**src/rtl/pin_evt_pkg.sv**
```systemverilog
package pin_evt_pkg;

  typedef enum logic [3:0] {
    EV_OFF      = 4'b0000,
    EV_DMA_RISE = 4'b0001,
    EV_DMA_FALL = 4'b0010,
    EV_DMA_BOTH = 4'b0011,
    EV_IRQ_LOW  = 4'b1000,
    EV_IRQ_RISE = 4'b1001,
    EV_IRQ_FALL = 4'b1010,
    EV_IRQ_BOTH = 4'b1011,
    EV_IRQ_HIGH = 4'b1100
  } ev_code_e;

  typedef struct packed {
    logic to_dma;
    logic to_irq;
    logic on_rise;
    logic on_fall;
    logic on_low;
    logic on_high;
  } ev_sel_t;

  function automatic ev_sel_t ev_decode(logic [3:0] code);
    ev_sel_t s;
    s = '0;
    case (code)
      EV_DMA_RISE: begin s.to_dma = 1'b1; s.on_rise = 1'b1; end
      EV_DMA_FALL: begin s.to_dma = 1'b1; s.on_fall = 1'b1; end
      EV_DMA_BOTH: begin s.to_dma = 1'b1; s.on_rise = 1'b1; s.on_fall = 1'b1; end
      EV_IRQ_LOW:  begin s.to_irq = 1'b1; s.on_low  = 1'b1; end
      EV_IRQ_RISE: begin s.to_irq = 1'b1; s.on_rise = 1'b1; end
      EV_IRQ_FALL: begin s.to_irq = 1'b1; s.on_fall = 1'b1; end
      EV_IRQ_BOTH: begin s.to_irq = 1'b1; s.on_rise = 1'b1; s.on_fall = 1'b1; end
      EV_IRQ_HIGH: begin s.to_irq = 1'b1; s.on_high = 1'b1; end
      default:     s = '0;
    endcase
    return s;
  endfunction

endpackage

```
**src/rtl/pin_evt_detect.sv**
```systemverilog
module pin_evt_detect
  import pin_evt_pkg::*;
#(
  parameter int NPINS = 32,
  parameter int CODEW = 4
) (
  input  logic                   clk,
  input  logic                   rst_n,
  input  logic [NPINS-1:0]       pin_i,
  input  logic [NPINS*CODEW-1:0] mode_i,
  output logic [NPINS-1:0]       set_o,
  output logic [NPINS-1:0]       dma_mode_o,
  output logic [NPINS-1:0]       irq_mode_o
);

  logic [NPINS-1:0] prev_q;
  logic [NPINS-1:0] prev_d;

  always_comb begin
    prev_d = pin_i;
  end

  always_ff @(posedge clk or negedge rst_n) begin
    if (!rst_n) prev_q <= '0;
    else        prev_q <= prev_d;
  end

  for (genvar g = 0; g < NPINS; g++) begin : g_pin
    ev_sel_t sel;
    logic    rise_w;
    logic    fall_w;
    assign sel    = ev_decode(mode_i[g*CODEW +: CODEW]);
    assign rise_w = pin_i[g] & ~prev_q[g];
    assign fall_w = ~pin_i[g] & prev_q[g];
    assign set_o[g] = (sel.on_rise & rise_w) | (sel.on_fall & fall_w) |
                      (sel.on_low & ~pin_i[g]) | (sel.on_high & pin_i[g]);
    assign dma_mode_o[g] = sel.to_dma;
    assign irq_mode_o[g] = sel.to_irq;

    // a set caused by a rising-only code needs the previous sample low
    p_rise_needs_low_r2: assert property (@(posedge clk) disable iff (!rst_n)
      (set_o[g] && (mode_i[g*CODEW +: CODEW] == EV_IRQ_RISE)) |-> (prev_q[g] == 1'b0 && pin_i[g]));
  end

endmodule

```
**src/rtl/pin_evt_flags.sv**
```systemverilog
module pin_evt_flags #(
  parameter int NPINS = 32,
  parameter int IDXW  = $clog2(NPINS)
) (
  input  logic             clk,
  input  logic             rst_n,
  input  logic [NPINS-1:0] set_i,
  input  logic [NPINS-1:0] dma_mode_i,
  input  logic             sts_wr_i,
  input  logic [NPINS-1:0] sts_wdata_i,
  input  logic             pin_clr_i,
  input  logic [IDXW-1:0]  pin_idx_i,
  input  logic [NPINS-1:0] dma_done_i,
  output logic [NPINS-1:0] flags_o
);

  logic [NPINS-1:0] flag_q;
  logic [NPINS-1:0] flag_d;
  logic [NPINS-1:0] clr_w;
  logic             upd_en;

  for (genvar g = 0; g < NPINS; g++) begin : g_clr
    assign clr_w[g] = (sts_wr_i & sts_wdata_i[g]) |
                      (pin_clr_i & (pin_idx_i == IDXW'(g))) |
                      (dma_done_i[g] & dma_mode_i[g]);
  end

  always_comb begin
    upd_en = |(set_i | clr_w);
    flag_d = set_i | (flag_q & ~clr_w);
  end

  always_ff @(posedge clk or negedge rst_n) begin
    if (!rst_n)      flag_q <= '0;
    else if (upd_en) flag_q <= flag_d;
  end

  assign flags_o = flag_q;

  for (genvar g = 0; g < NPINS; g++) begin : g_chk
    p_set_wins_r9: assert property (@(posedge clk) disable iff (!rst_n)
      set_i[g] |=> flag_q[g]);
    p_w1c_status_r6: assert property (@(posedge clk) disable iff (!rst_n)
      (sts_wr_i && sts_wdata_i[g] && !set_i[g]) |=> !flag_q[g]);
    p_dma_done_r8: assert property (@(posedge clk) disable iff (!rst_n)
      (dma_done_i[g] && dma_mode_i[g] && !set_i[g]) |=> !flag_q[g]);
    p_sticky_r6: assert property (@(posedge clk) disable iff (!rst_n)
      (flag_q[g] && !(sts_wr_i && sts_wdata_i[g]) && !pin_clr_i && !dma_done_i[g]) |=> flag_q[g]);
  end

endmodule

```
**src/rtl/pin_event_detect.sv**
```systemverilog
module pin_event_detect #(
  parameter int NPINS = 32,
  parameter int CODEW = 4,
  parameter int IDXW  = $clog2(NPINS)
) (
  input  logic                   clk,
  input  logic                   rst_n,
  input  logic [NPINS-1:0]       pin_i,
  input  logic [NPINS*CODEW-1:0] mode_i,
  input  logic                   sts_wr_i,
  input  logic [NPINS-1:0]       sts_wdata_i,
  input  logic                   pin_clr_i,
  input  logic [IDXW-1:0]        pin_idx_i,
  input  logic [NPINS-1:0]       dma_done_i,
  output logic [NPINS-1:0]       flags_o,
  output logic                   irq_o,
  output logic [NPINS-1:0]       dma_req_o
);

  logic [1:0]       rst_sync_q;
  logic             rst_int_n;
  logic [NPINS-1:0] set_w;
  logic [NPINS-1:0] dma_mode_w;
  logic [NPINS-1:0] irq_mode_w;

  always_ff @(posedge clk or negedge rst_n) begin
    if (!rst_n) rst_sync_q <= 2'b00;
    else        rst_sync_q <= {rst_sync_q[0], 1'b1};
  end
  assign rst_int_n = rst_sync_q[1];

  pin_evt_detect #(.NPINS(NPINS), .CODEW(CODEW)) u_detect (
    .clk        (clk),
    .rst_n      (rst_int_n),
    .pin_i      (pin_i),
    .mode_i     (mode_i),
    .set_o      (set_w),
    .dma_mode_o (dma_mode_w),
    .irq_mode_o (irq_mode_w)
  );

  pin_evt_flags #(.NPINS(NPINS), .IDXW(IDXW)) u_flags (
    .clk         (clk),
    .rst_n       (rst_int_n),
    .set_i       (set_w),
    .dma_mode_i  (dma_mode_w),
    .sts_wr_i    (sts_wr_i),
    .sts_wdata_i (sts_wdata_i),
    .pin_clr_i   (pin_clr_i),
    .pin_idx_i   (pin_idx_i),
    .dma_done_i  (dma_done_i),
    .flags_o     (flags_o)
  );

  assign irq_o     = |(flags_o & irq_mode_w);
  assign dma_req_o = flags_o & dma_mode_w;

  p_quiet_when_clear_r10: assert property (@(posedge clk) disable iff (!rst_int_n)
    (flags_o == '0) |-> (!irq_o && dma_req_o == '0));
  p_dma_irq_disjoint_r11: assert property (@(posedge clk) disable iff (!rst_int_n)
    (dma_req_o & irq_mode_w) == '0);

  for (genvar g = 0; g < NPINS; g++) begin : g_chk
    p_off_no_set_r5: assert property (@(posedge clk) disable iff (!rst_int_n)
      (dma_mode_w[g] == 1'b0 && irq_mode_w[g] == 1'b0 && !flags_o[g]) |=> !flags_o[g]);
  end

endmodule

```
**config.mk**
```make
export PLATFORM = sky130hd
export DESIGN_NAME = pin_event_detect
export DESIGN_NICKNAME = d
export VERILOG_FILES = /design/src/rtl/pin_evt_pkg.sv /design/src/rtl/pin_evt_detect.sv /design/src/rtl/pin_evt_flags.sv /design/src/rtl/pin_event_detect.sv
export SDC_FILE = /design/constraint.sdc
export NUM_CORES = 1
export LEC_CHECK = 0
export BUFFER_PORTS_ARGS = -buffer_cell sky130_fd_sc_hd__buf_2
export CELL_PAD_IN_SITES_DETAIL_PLACEMENT = 1
export CELL_PAD_IN_SITES_GLOBAL_PLACEMENT = 1
export CORE_ASPECT_RATIO = 0.75
export CORE_MARGIN = 4
export CORE_UTILIZATION = 30
export CTS_BUF_LIST = sky130_fd_sc_hd__clkbuf_2 sky130_fd_sc_hd__clkbuf_4 sky130_fd_sc_hd__clkbuf_8
export CTS_CLUSTER_SIZE = 8
export DETAILED_ROUTE_END_ITERATION = 8
export GPL_TIMING_DRIVEN = 0
export PLACE_DENSITY_LB_ADDON = 0.1
export SKIP_CTS_REPAIR_TIMING = 1
export SYNTH_ARGS = -nofsm -noshare
export SYNTH_HDL_FRONTEND = slang
export SYNTH_HIERARCHICAL = 1
export SYNTH_SLANG_ARGS = --single-unit
```
**constraint.sdc**
```tcl
create_clock -name clk -period 2.5 [get_ports clk]
set_input_delay 0 -clock clk [delete_from_list [all_inputs] [get_ports clk]]
set_output_delay 0 -clock clk [all_outputs]
set_load 0.02 [all_outputs]
```
==> results.tsv, run 1 <==
stage	metric	value	unit
sta	Clock Skews	0.0105	ns
min_path	HP Class	primary input to flop	
worst_setup_path	Worst Setup End Kind	output port	
final_layout	fin cells	1109	
power	leakage power	3.41	nW
power	Internal	2.09	mW
cts	Reg clk slew, reported paths	0.08	ns
floorplan	Die W	152	um
power	clock share of power	0.263	
synthesis	number of flops mapped to enable cells by yosys	0	
synthesis	top cell type's share of synthesized area	0.355	
synthesis	Post-Syn Nets	787	
synthesis	synthesis-stage register bit count	66	
global_route	gr ovfl total	0	
synthesis	Post-Syn Area	4650	um2
floorplan	Die H	116	um
status	failing checks	hold timing	
sta	endpoints failing setup	0	
floorplan	io pins	298	
power	Power Dens Cells	464	nW/um2
status	status	finished with violations	
sta	max-slew violations	0	
floorplan	num rows	39	
floorplan	Initial Util	0.306	
cts	total CTS buffers	9	
sta	Worst Tran Pin Value	0.627	ns
power	Sw Pwr	1.13	mW
worst_setup_path	CP Launch Type	flop	
min_path	Hold EP	u_flags/flags_o[19]	
synthesis	count leader, synth	dfrtp_1	
worst_setup_path	Reg2Reg Setup Slack	1.36	ns
synthesis	Yosys warning total	6	
final_layout	nets@finish	1131	
power	register share of total power	0.407	
drt	Via Count	5712	
place	dpl hpwl	16.9	mm
drt	DRT Pass-1 Iters	4	
worst_setup_path	Reg-to-Reg Start	u_detect/prev_q[21]	
drt	final WL	20.4	mm
drt	routed len/inst	18.4	um
global_route	initial antenna violation count	2	
flow_run	Max Cap Viol	0	
worst_setup_path	cells on worst reg2reg path	4	
drt	mean number of vias per cell	5.15	
synthesis	Synth top cells by count	66 x dfrtp_1, 65 x and2_1, 46 x a22oi_1	
final_layout	post-route cell area	6950	um2
synthesis	Mean Syn Cell Area	8.40	um2
synthesis	top_reg_cell synth	dfrtp_1	
place	pre-CTS WS	0.957	ns
cts	CTS Root Cell	clkbuf_8	
cts	CTS HTree Levels	3	
place	# port buffers	297	
sta	Final Worst Setup Slack	0.614	ns
global_route	largest net degree at the start of global routing	39	
floorplan	Core Area	15200	um2
worst_setup_path	crit path max fanout	4	
worst_setup_path	Worst Path Required	2.50	ns
final_layout	Area growth, synth to finish	49.3	%
worst_setup_path	crit path max-delay cell type	or4_1	
drt	Iter 0 DRT Violations	182	
global_route	vias in the first global route	5963	
cts	Clock Latency Late Sink	0.35	ns
global_route	Total GRT Usage	0.220	
min_path	hold-critical path depth	4	
power	Comb power frac	0.330	
power	VDD IR max	0.223	mV
synthesis	area leader, netlist	dfrtp_1	
cts	total clock sinks	66	
synthesis	register area share after synthesis	0.355	
drt	DRT antenna net count	0	
sta	final worst path period share	0.754	
worst_setup_path	WP data arrival	1.89	ns
sta	WHS	-0.0000343	ns
place	routability cong.	0.904	
sta	Hold Vio Cnt, Final	1	
synthesis	largest cells by area after synthesis	dfrtp_1 35%, and2_1 8.7%, a22oi_1 7.4%	
worst_setup_path	CP peak stage delay	0.50	ns
sta	RSZ-0062 raised after global routing	no	
min_path	hold path start	mode_i[79]	
place	dpl cell area	6420	um2
synthesis	synth unique cells	26	
sta	Tmin final	1.89	ns
cts	Max clock buf depth	2	
sta	Slew headroom	0.580	
global_route	global-route wire length before repair	30.9	mm
synthesis	ys async rst share	1.00	
drt	# DRC	0	
power	sw frac	0.352	
cts	TritonCTS clock tree	done	
place	placed cells	1057	
floorplan	full die area	17600	um2
synthesis	Syn Inst Count	554	
worst_setup_path	CP Cell Sequence	a22oi_1 -> nand4_1 -> or4_1 -> buf_2	
worst_setup_path	critical path class	flop to output port	
worst_setup_path	worst reg2reg endpoint	u_flags/flags_o[21]	
sta	f_max	530	MHz
final_layout	layout cells sized above 1	0.368	
layout by cell type (no fill, tap or decap), drive strengths merged, types with 2 or more instances in the layout:
| cell | instances |
|---|---|
| nor2 | 33 |
| and4b | 3 |
| nand3 | 32 |
| a31o | 32 |
| nor2b | 2 |
| buf | 304 |
| a22oi | 48 |
| and2 | 65 |
| xnor2 | 32 |
| and4bb | 3 |
| dfrtp | 66 |
| and3b | 32 |
| nand4 | 4 |
| clkbuf | 13 |
| inv | 32 |
| nand2 | 32 |
| clkinv | 3 |
| a31oi | 32 |
| nor3 | 32 |
| o21ai | 64 |
| dlygate4sd3 | 35 |
power groups by stage:
stage | registers [mW] | logic [mW] | clock network [mW]
final | 1.31 | 1.06 | 0.849
after global routing | 1.33 | 1.17 | 0.951
after floorplan | 1.41 | 0.401 | 0
after global placement | 1.34 | 0.976 | 0
after detailed placement | 1.33 | 1.03 | 0
after CTS | 1.31 | 1.03 | 0.892
worst max path at each step:
stage          cells after the start             endpoint  slack [ns]                 from
2_1_floorplan                      0   u_detect/prev_q[0]        0.53        rst_sync_q[1]
3_3_place_gp                       0  u_detect/prev_q[14]       -0.59        rst_sync_q[1]
3_5_place_dp                       4                irq_o        0.96   u_flags/flags_o[4]
4_1_cts                            4                irq_o        0.54  u_flags/flags_o[13]
5_1_grt                            4                irq_o        0.44   u_flags/flags_o[6]
6_report                           4                irq_o        0.61   u_flags/flags_o[6]
metrics by stage:
stage / util / power (mW) / setup TNS, ns
2_1_floorplan: - / 1.81 / 0
3_3_place_gp: 0.420 / 2.32 / -37.28
3_5_place_dp: 0.422 / 2.36 / 0
4_1_cts: 0.433 / 3.24 / 0
5_1_grt: 0.456 / 3.45 / 0
6_report: 0.456 / 3.23 / 0
cell families after synthesis:
family / Yosys count / synth area share
AO/OA/AOI/OAI: 176 / 0.252
flip-flops: 66 / 0.355
AND/OR/NAND/NOR: 241 / 0.300
other: 1 / 0.000806
buffers and inverters: 38 / 0.0323
XOR/XNOR: 32 / 0.0602
critical path: cells and delay by family, from the launching register on:
kind                   cells  cell delay (ns)
and+or+nand+nor            2             0.72
DFF                        1             0.42
AOI/OAI and AO/OA          1             0.22
buffers and inverters      1             0.18
final cells by class:
type	instances	area [um2]
Fill cell	1962	8280
Multi-Input combinational cell	450	2850
Timing Repair Buffer	333	1860
Sequential cell	66	1660
Tap cell	205	256
Clock buffer	13	160
Inverter	32	120
Buffer	6	30.0
Clock inverter	3	15.0
Antenna cell	1	2.50
flip-flops by register name, summed over array words and instances, names as in the netlist:
name	cells
u_detect/prev_q	32
rst_sync_q	2
u_flags/flags_o	32
metal layers:
| layer | up-vias | routed length, um | GRT usage |
|---|---|---|---|
| li1 | 2737 | - | - |
| met1 | 2734 | 8580 | 0.264 |
| met2 | 214 | 10100 | 0.391 |
| met3 | 27 | 1350 | 0.0597 |
| met4 | 0 | 363 | 0.0653 |
| met5 | - | 0 | 0 |
Note: power is estimated with default switching activity, not from simulation.
==> run 2: changes to the inputs <==
clock period = 2 ns   (was 2.5 ns; I/O delays follow)
==> run 2 against run 1 <==
  * The run now ends clean
  * Die area did not move
  * Core utilization grew 0.21 points
  * Clock-buffer cell count stayed put
  * Clock skew shrank 0.0012 ns
  * Routed wire length about the same
  * Critical path type unchanged
  * Sequential cell count is the same
  * Total power rose by 26%
  * Combinational power rose by 26%
  * Clock power rose by 26%
  * Sequential share of layout area down 0.089 points
  * Sequential power is 26% higher
==> results.tsv, run 2 (same netlist as run 1, synthesis figures left out) <==
stage	metric	value	unit	change
status	status	finished, final reports clean		
final_layout	Area growth, synth to finish	50.0	%	
worst_setup_path	crit path max fanout	4		unchanged
cts	TritonCTS clock tree	done		
power	Overall Power	4.05	mW	+26%
final_layout	most common cell after layout, fill and taps aside	buf_2		
sta	Clock Skews	0.00925	ns	-0.00123 ns
worst_setup_path	Worst Setup SP	u_flags/flags_o[16]		
cts	CTS HTree Levels	3		unchanged
sta	final worst path period share	0.923		
floorplan	Initial Util	0.306		unchanged
cts	CTS Root Cell	clkbuf_8		
worst_setup_path	critical path class	flop to output port		
floorplan	Core Area	15200	um2	unchanged
drt	routed len/inst	18.4	um	about the same
global_route	gr ovfl total	0		unchanged
global_route	initial antenna violation count	2		unchanged
place	routability cong.	0.904		unchanged
floorplan	Die W	152	um	unchanged
final_layout	most frequent cells in the layout	303 x buf_2, 65 x and2_1, 64 x dfrtp_1, 40 x a22oi_1, 35 x dlygate4sd3_1		
place	dpl cell area	6420	um2	unchanged
drt	DRT antenna net count	0		unchanged
drt	DRT Pass-1 Iters	4		unchanged
drt	Via Count	5698		-0.25%
floorplan	Die H	116	um	unchanged
worst_setup_path	WP data arrival	1.85	ns	-0.04 ns
floorplan	num rows	39		unchanged
cts	Reg clk slew, reported paths	0.08	ns	about the same
worst_setup_path	Worst Setup End Kind	output port		
worst_setup_path	CP bufs+invs	1		unchanged
floorplan	io pins	298		unchanged
worst_setup_path	Reg-to-Reg Start	u_detect/prev_q[21]		
global_route	Total GRT Usage	0.220		unchanged
drt	mean number of vias per cell	5.14		-0.25%
global_route	global-route wire length before repair	30.9	mm	unchanged
global_route	vias in the first global route	5963		unchanged
drt	# DRC	0		unchanged
flow_run	Max Cap Viol	0		unchanged
cts	Clock Latency Late Sink	0.35	ns	about the same
worst_setup_path	crit-path leading delay family	simple AND/OR/NAND/NOR gates		
sta	max-slew violations	0		unchanged
sta	setup_tns	0	ns	unchanged
cts	total clock sinks	66		unchanged
final_layout	post-route cell area	6980	um2	+0.45%
floorplan	full die area	17600	um2	unchanged
sta	f_max	542	MHz	
min_path	HP Class	primary input to flop		
final_layout	fillcell total	1959		-0.15%
sta	Worst Tran Pin Value	0.640	ns	+0.0131 ns
min_path	hold path start	mode_i[79]		
power	leakage power	3.41	nW	about the same
sta	endpoints failing setup	0		unchanged
sta	Slew headroom	0.572		-0.00876
worst_setup_path	Worst Path Required	2.00	ns	-0.50 ns
place	dpl hpwl	16.9	mm	unchanged
sta	Tmin final	1.85	ns	
worst_setup_path	CP Launch Type	flop		
global_route	largest net degree at the start of global routing	39		unchanged
worst_setup_path	CP Cell Sequence	a22oi_2 -> nand4_1 -> or4_1 -> buf_2		
final_layout	layout cells sized above 1	0.375		+0.00775
sta	RSZ-0062 raised after global routing	no		
drt	Iter 0 DRT Violations	166		-8.8%
power	VDD IR max	0.279	mV	+25%
drt	final WL	20.4	mm	about the same
final_layout	nets@finish	1131		unchanged
place	# port buffers	297		unchanged
worst_setup_path	crit path max-delay cell type	or4_1		
sta	WHS	0.000758	ns	+0.000792 ns
worst_setup_path	CP peak stage delay	0.50	ns	about the same
cts	Max clock buf depth	2		unchanged
power	Power Dens Cells	581	nW/um2	+25%
cts	total CTS buffers	9		unchanged
sta	Hold Vio Cnt, Final	0		-1
## run 2: cell types whose count changed in the layout (fill, tap and decap cells not counted)
cell / delta
a22oi_2: +6
dfrtp_2: +1
a22oi_1: -6
dfrtp_1: -1
## run 2: final timing paths
check	depth (start not counted)	endpoint	slack, ns
setup / recovery	4	irq_o	0.15
hold / removal	4	u_flags/flags_o[19]	0.0008
max in group asynchronous	1	u_flags/flags_o[16]	1.18
min in group asynchronous	0	u_detect/prev_q[4]	0.26
setup reg to reg	4	u_flags/flags_o[21]	0.85
hold reg to reg	0	u_detect/prev_q[4]	0.26
## run 2: report_power, final
group	internal, mW	switching (mW)
Clock	0.521	0.545
Combinational	0.619	0.721
Sequential	1.48	0.166
Total	2.62	1.43
## run 2: through the flow
stage	instances	utilization	setup WS, ns
floorplan	554	-	0.0261
global placement	1056	0.420	-1.09
detailed placement	1057	0.422	0.457
CTS	1073	0.433	0.0439
global route	1109	0.458	0.000325
finish	1109	0.458	0.155
## run 2: routing by layer
metal  track usage  share of wire  wire length (um)
met1         0.264           0.43              8710
met2         0.391           0.49             10100
met3        0.0597          0.062              1270
met4        0.0653          0.018               362
met5             0              0                 0
## run 2: area by class of cell
| type | count | area, um2 | area share |
|---|---|---|---|
| flip-flops and latches | 66 | 1660 | 0.237 |
| clock inverters | 3 | 15.0 | 0.00215 |
| diodes | 1 | 2.50 | 0.000359 |
| plain buffers | 6 | 30.0 | 0.00430 |
| well taps | 205 | 256 | 0.0368 |
| inverters | 32 | 120 | 0.0172 |
| repair buffers | 333 | 1860 | 0.266 |
| clock buffers | 13 | 160 | 0.0229 |
| multi-input cells | 450 | 2880 | 0.413 |
## run 2: worst register-to-register path: stages (launching register included)
cell and delay (ns):
dfrtp_1 0.38, and3b_1 0.17, a31oi_1 0.18, o21ai_1 0.11
a31o_1 0.20
